$ cat config.mk
export PLATFORM = sky130hd
export DESIGN_NAME = mdio_mgmt_slave
export DESIGN_NICKNAME = d
export VERILOG_FILES = /design/src/rtl/mdio_slave_pkg.sv /design/src/rtl/mdio_edge_sync.sv /design/src/rtl/mdio_rd_filter.sv /design/src/rtl/mdio_frame_fsm.sv /design/src/rtl/mdio_mgmt_slave.sv
export SDC_FILE = /design/constraint.sdc
export NUM_CORES = 1
export LEC_CHECK = 0
export BUFFER_PORTS_ARGS = -buffer_cell sky130_fd_sc_hd__buf_2
export CORE_MARGIN = 8
export CORE_UTILIZATION = 56
export CTS_CLUSTER_SIZE = 28
export DETAILED_ROUTE_END_ITERATION = 12
export GPL_TIMING_DRIVEN = 1
export PLACE_DENSITY = 0.85
export SKIP_LAST_GASP = 1
export SYNTH_ARGS = -nofsm -noshare
export SYNTH_HDL_FRONTEND = slang
export SYNTH_HIERARCHICAL = 1
export SYNTH_SLANG_ARGS = --single-unit
$ cat constraint.sdc
create_clock -name clk -period 2.9 [get_ports clk]
set_clock_uncertainty 0.2 [all_clocks]
set_input_delay 0.435 -clock clk [delete_from_list [all_inputs] [get_ports clk]]
set_output_delay 0.435 -clock clk [all_outputs]
set_load 0.01 [all_outputs]
$ cat src/rtl/mdio_slave_pkg.sv
package mdio_slave_pkg;
  typedef enum logic [2:0] {
    ST_HUNT, ST_START, ST_OP, ST_PHY, ST_REG, ST_TA, ST_RD, ST_WR
  } mdio_st_e;
  localparam logic [1:0] OP_RD = 2'b10;
  localparam logic [1:0] OP_WR = 2'b01;
endpackage

$ cat src/rtl/mdio_edge_sync.sv
module mdio_edge_sync #(
  parameter int SYNC_STAGES = 2
) (
  input  logic clk,
  input  logic rst,
  input  logic mdc,
  input  logic mdio_in,
  output logic mdc_rise,
  output logic bit_val
);
  logic [SYNC_STAGES:0]   mdc_sh;
  logic [SYNC_STAGES-1:0] dat_sh;

  always_ff @(posedge clk) begin
    if (rst) begin
      mdc_sh <= '0;
      dat_sh <= '1;
    end else begin
      mdc_sh <= {mdc_sh[SYNC_STAGES-1:0], mdc};
      dat_sh <= {dat_sh[SYNC_STAGES-2:0], mdio_in};
    end
  end

  // clock and data pass through equal depth so they stay aligned
  assign mdc_rise = mdc_sh[SYNC_STAGES-1] & ~mdc_sh[SYNC_STAGES];
  assign bit_val  = dat_sh[SYNC_STAGES-1];
endmodule

$ cat src/rtl/mdio_rd_filter.sv
module mdio_rd_filter #(
  parameter int AW      = 5,
  parameter int DW      = 16,
  parameter int HOLE_LO = 7,
  parameter int HOLE_HI = 15
) (
  input  logic [AW-1:0] addr,
  input  logic [DW-1:0] rdata_in,
  output logic [DW-1:0] rdata_out
);
  localparam logic [AW-1:0] LO = AW'(HOLE_LO);
  localparam logic [AW-1:0] HI = AW'(HOLE_HI);

  always_comb begin
    if (addr >= LO && addr <= HI) rdata_out = '0;
    else                          rdata_out = rdata_in;
  end
endmodule

$ cat src/rtl/mdio_frame_fsm.sv
module mdio_frame_fsm
  import mdio_slave_pkg::*;
#(
  parameter int PW      = 5,
  parameter int AW      = 5,
  parameter int DW      = 16,
  parameter int PRE_LEN = 32
) (
  input  logic          clk,
  input  logic          rst,
  input  logic          mdc_rise,
  input  logic          bit_val,
  input  logic          pre_bypass,
  input  logic [PW-1:0] phy_addr,
  input  logic [DW-1:0] rd_word,
  output logic          mdio_oe,
  output logic          mdio_out,
  output logic [AW-1:0] reg_addr,
  output logic [DW-1:0] reg_wdata,
  output logic          reg_we,
  output logic          rd_phase
);
  localparam int PCW = $clog2(PRE_LEN + 1);
  localparam int CW  = $clog2(DW);
  localparam logic [PCW-1:0] PRE_MAX = PCW'(PRE_LEN);

  mdio_st_e       st;
  logic [PCW-1:0] ones_cnt;
  logic [CW-1:0]  bit_cnt;
  logic [1:0]     op_q;
  logic [PW-2:0]  phy_sh;
  logic [DW-1:0]  shreg;

  always_ff @(posedge clk) begin
    if (rst) begin
      st       <= ST_HUNT;
      ones_cnt <= '0;
      bit_cnt  <= '0;
      op_q     <= '0;
      phy_sh   <= '0;
      reg_addr <= '0;
      shreg    <= '0;
      mdio_oe  <= 1'b0;
      mdio_out <= 1'b0;
      reg_we   <= 1'b0;
    end else begin
      reg_we <= 1'b0;
      if (mdc_rise) begin
        case (st)
          ST_HUNT: begin
            if (bit_val) begin
              if (ones_cnt != PRE_MAX) ones_cnt <= ones_cnt + 1'b1;
            end else if (ones_cnt == PRE_MAX || pre_bypass) begin
              st <= ST_START;
            end else begin
              ones_cnt <= '0;
            end
          end
          ST_START: begin
            ones_cnt <= '0;
            bit_cnt  <= '0;
            st       <= bit_val ? ST_OP : ST_HUNT;
          end
          ST_OP: begin
            op_q <= {op_q[0], bit_val};
            if (bit_cnt == CW'(1)) begin
              bit_cnt <= '0;
              if ({op_q[0], bit_val} == OP_RD || {op_q[0], bit_val} == OP_WR)
                st <= ST_PHY;
              else
                st <= ST_HUNT;
            end else begin
              bit_cnt <= bit_cnt + 1'b1;
            end
          end
          ST_PHY: begin
            phy_sh <= {phy_sh[PW-3:0], bit_val};
            if (bit_cnt == CW'(PW - 1)) begin
              bit_cnt <= '0;
              st      <= ({phy_sh, bit_val} == phy_addr) ? ST_REG : ST_HUNT;
            end else begin
              bit_cnt <= bit_cnt + 1'b1;
            end
          end
          ST_REG: begin
            reg_addr <= {reg_addr[AW-2:0], bit_val};
            if (bit_cnt == CW'(AW - 1)) begin
              bit_cnt <= '0;
              st      <= ST_TA;
            end else begin
              bit_cnt <= bit_cnt + 1'b1;
            end
          end
          ST_TA: begin
            if (bit_cnt == '0) begin
              bit_cnt <= CW'(1);
              if (op_q == OP_RD) begin
                mdio_oe  <= 1'b1;
                mdio_out <= 1'b0;
              end
            end else begin
              bit_cnt <= '0;
              if (op_q == OP_RD) begin
                st       <= ST_RD;
                mdio_out <= rd_word[DW-1];
                shreg    <= {rd_word[DW-2:0], 1'b0};
              end else begin
                st <= ST_WR;
              end
            end
          end
          ST_RD: begin
            if (bit_cnt == CW'(DW - 1)) begin
              bit_cnt  <= '0;
              st       <= ST_HUNT;
              mdio_oe  <= 1'b0;
              mdio_out <= 1'b0;
            end else begin
              bit_cnt  <= bit_cnt + 1'b1;
              mdio_out <= shreg[DW-1];
              shreg    <= {shreg[DW-2:0], 1'b0};
            end
          end
          ST_WR: begin
            shreg <= {shreg[DW-2:0], bit_val};
            if (bit_cnt == CW'(DW - 1)) begin
              bit_cnt <= '0;
              st      <= ST_HUNT;
              reg_we  <= 1'b1;
            end else begin
              bit_cnt <= bit_cnt + 1'b1;
            end
          end
          default: st <= ST_HUNT;
        endcase
      end
    end
  end

  assign reg_wdata = shreg;
  assign rd_phase  = (st == ST_RD);
endmodule

$ cat src/rtl/mdio_mgmt_slave.sv
module mdio_mgmt_slave #(
  parameter int PW          = 5,
  parameter int AW          = 5,
  parameter int DW          = 16,
  parameter int PRE_LEN     = 32,
  parameter int SYNC_STAGES = 2,
  parameter int HOLE_LO     = 7,
  parameter int HOLE_HI     = 15
) (
  input  logic          clk,
  input  logic          rst,
  input  logic          mdc,
  input  logic          mdio_in,
  output logic          mdio_out,
  output logic          mdio_oe,
  input  logic [PW-1:0] phy_strap,
  input  logic          pre_bypass,
  output logic [AW-1:0] reg_addr,
  output logic [DW-1:0] reg_wdata,
  output logic          reg_we,
  input  logic [DW-1:0] reg_rdata
);
  logic          mdc_rise;
  logic          bit_val;
  logic [PW-1:0] phy_q;
  logic [DW-1:0] rd_word;
  logic          rd_phase;

  // address is taken from the straps only while reset is held
  always_ff @(posedge clk) begin
    if (rst) phy_q <= phy_strap;
  end

  mdio_edge_sync #(.SYNC_STAGES(SYNC_STAGES)) u_sync (
    .clk(clk), .rst(rst), .mdc(mdc), .mdio_in(mdio_in),
    .mdc_rise(mdc_rise), .bit_val(bit_val)
  );

  mdio_rd_filter #(.AW(AW), .DW(DW), .HOLE_LO(HOLE_LO), .HOLE_HI(HOLE_HI)) u_filt (
    .addr(reg_addr), .rdata_in(reg_rdata), .rdata_out(rd_word)
  );

  mdio_frame_fsm #(.PW(PW), .AW(AW), .DW(DW), .PRE_LEN(PRE_LEN)) u_fsm (
    .clk(clk), .rst(rst), .mdc_rise(mdc_rise), .bit_val(bit_val),
    .pre_bypass(pre_bypass), .phy_addr(phy_q), .rd_word(rd_word),
    .mdio_oe(mdio_oe), .mdio_out(mdio_out), .reg_addr(reg_addr),
    .reg_wdata(reg_wdata), .reg_we(reg_we), .rd_phase(rd_phase)
  );
endmodule

==> impl_metrics.csv <==
group,metric,value,unit
status,status,"finished clean",
final_layout,drive_above_1_share,27.4,%
final_layout,nets,388,
floorplan,core,5040,um2
floorplan,chipWidth,87.9,um
power,internal_power,1060,uW
clocking,cts_tree,"done",
setup_path,rrSetupSlack,0.58,ns
final_layout,areaGrowthSynthToFinish,12.7,%
run,cap_viol_max_count,0,
setup_path,reg2reg_to,"u_fsm/reg_wdata[10]$_SDFFE_PP0P_",
setup_path,worstPathArrival,2.34,ns
hold_path,worstHoldEndpoint,"phy_q[0]$_DFFE_PP_",
global_routing,grt-ovfl-total,0,
place,numPortBuffers,49,
clocking,postCtsSetupBuffers,0,
place,gp_congestion,0.888,
route,drt_iter0_drc,251,
place,placed_area,3140,um2
route,vias_per_cell,5.77,
timing,layout_min_cycle_time,2.32,ns
final_layout,final_util,64.7,%
setup_path,path_max_fanout,31,
setup_path,rr_worst_depth,8,
logic_synthesis,synth.avg_cell_area,9.16,um2
clocking,numCtsBuffers,5,
setup_path,worstPathCellList,"inv_1, ha_1, or3b_1, or2_4, nor4b_4, buf_4, nor2_1, a311oi_2",
place,dp.cells,420,
logic_synthesis,yosys_warnings,6,
hold_path,min-delay-start,"phy_strap[0]",
timing,fin_tns_setup,0,ns
power,netSwitchingFraction,23.4,%
timing,finalHoldViolations,0,
power,power_frac_comb,7.3,%
place,dpl.hpwl,4.62,mm
power,powerDensity,424,nW/um2
route,wire_per_inst,15.3,um
clocking,cts_hold_buf,0,
setup_path,endpoint_kind,"flop",
setup_path,cpMaxStageDelayCell,"dfxtp_1",
floorplan,ios,50,
power,power_frac_seq,55.1,%
setup_path,r2r-start,"u_fsm/bit_cnt[0]$_SDFFE_PP0P_",
clocking,cts.path.max_buffers,2,
floorplan,dieHeight,87.9,um
setup_path,cpLargestDelayFamily,"simple AND/OR/NAND/NOR gates",
global_routing,grt_pass1_wl,11.1,mm
logic_synthesis,syn-num-nets,347,
power,irDropWorstVdd,396,uV
floorplan,fp-row-count,26,
route,wirelength,6.56,mm
clocking,cts_resized,0,
setup_path,required,2.93,ns
setup_path,path_class,"reg -> reg",
setup_path,crit_path_start_kind,"flop",
global_routing,antenna_found_initial,0,
hold_path,hp-class,"in -> reg",
power,power.switching,324,uW
global_routing,grt_usage,17.6,%
timing,rsz0062_at_grt,"no",
final_layout,antenna_cells,0,
clocking,clk_latency,0.32,ns
global_routing,grt_max_degree,51,
route,postRouteAntennaNets,0,
global_routing,grt_pass1_vias,2392,
clocking,cts_root_buffer,"clkbuf_8",
timing,slew_viol_final,0,
route,drt-pass1-iter-count,4,
clocking,clkTransAtPathRegs,0.10,ns
logic_synthesis,syn_inst,316,
logic_synthesis,syn_area,2890,um2
timing,relSlewSlack,55.8,%
route,vias,2469,
power,clockPowerShare,37.7,%
timing,tightestPinTransition,0.662,ns
timing,max_freq,0.432,GHz
route,drcViolationCount,0,
power,p_total,1380,uW
final_layout,stdcell_count,428,
setup_path,critPathLaunch,"u_fsm/bit_cnt[0]$_SDFFE_PP0P_",
clocking,cts_sinks,53,
floorplan,start_util,57.4,%
clocking,htree_levels,2,
floorplan,dieArea,7720,um2
setup_path,cp_num_buf_inv,2,
setup_path,slowest_delay,0.45,ns
power,p_leak,0.00136,uW
timing,setup_viol,0,
final_layout,fin_area,3260,um2
timing,min_period_over_period,79.9,%
hold_path,whs_path_depth,1,
==> metrics by stage <==
step	hold slack, ns	setup slack, ns
after floorplan	0.183	0.885
after global placement	0.189	0.701
after detailed placement	0.203	0.658
after CTS	0.0812	0.600
after global routing	0.0709	0.433
final	0.0880	0.584
==> registers in the layout, summed over array words and instances, names as in the netlist, 2 cells and up <==
register / cells
phy_q: 5
u_fsm/bit_cnt: 4
u_fsm/ones_cnt: 6
u_fsm/op_q: 2
u_fsm/phy_sh: 4
u_fsm/reg_addr: 5
u_fsm/reg_wdata: 16
u_fsm/st: 3
u_sync/dat_sh: 2
u_sync/mdc_sh: 3
==> power by group through the flow <==
stage | sequential, uW | clock, uW | combinational, uW
3_5_place_dp | 778 | 0 | 100
2_1_floorplan | 773 | 0 | 72.6
3_3_place_gp | 778 | 0 | 97.4
4_1_cts | 762 | 531 | 101
5_1_grt | 764 | 560 | 112
6_report | 762 | 521 | 101
==> metal layers <==
metal / part of all wire (%) / track usage (%) / up-vias
met5: 0 / 0 / -
met4: 1.5 / 7.03 / 0
met3: 4.7 / 4.22 / 8
met2: 51 / 30.1 / 70
met1: 43 / 20.7 / 1178
li1: - / - / 1213
==> layout by cell type (no fill, tap or decap), types with 8 or more instances in the layout <==
| cell | count |
|---|---|
| dfxtp_1 | 48 |
| nand2_1 | 29 |
| o21ai_0 | 8 |
| nand3_1 | 29 |
| buf_2 | 49 |
| mux2i_1 | 14 |
| a311oi_2 | 15 |
| nor2_1 | 38 |
| and3_1 | 19 |
| a21oi_1 | 9 |
==> final cells by class <==
cell class,count,area [um2]
fillers,395,1780
flip-flops and latches,53,1110
repair buffers,56,298
clock inverters,3,50.0
clock buffers,5,68.8
inverters,8,30.0
multi-input cells,233,1620
well taps,70,87.6
==> worst max path at each step <==
| stage | to | slack [ns] | depth (start not counted) |
|---|---|---|---|
| detailed placement | u_fsm/reg_wdata[10]$_SDFFE_PP0P_ | 0.66 | 8 |
| CTS | u_fsm/reg_wdata[10]$_SDFFE_PP0P_ | 0.60 | 8 |
| global route | u_fsm/reg_wdata[14]$_SDFFE_PP0P_ | 0.43 | 8 |
| global placement | u_fsm/reg_wdata[0]$_SDFFE_PP0P_ | 0.70 | 8 |
| finish | u_fsm/reg_wdata[10]$_SDFFE_PP0P_ | 0.58 | 8 |
| floorplan | u_fsm/reg_wdata[5]$_SDFFE_PP0P_ | 0.89 | 6 |
No activity file was read; power rests on OpenSTA's default activity.
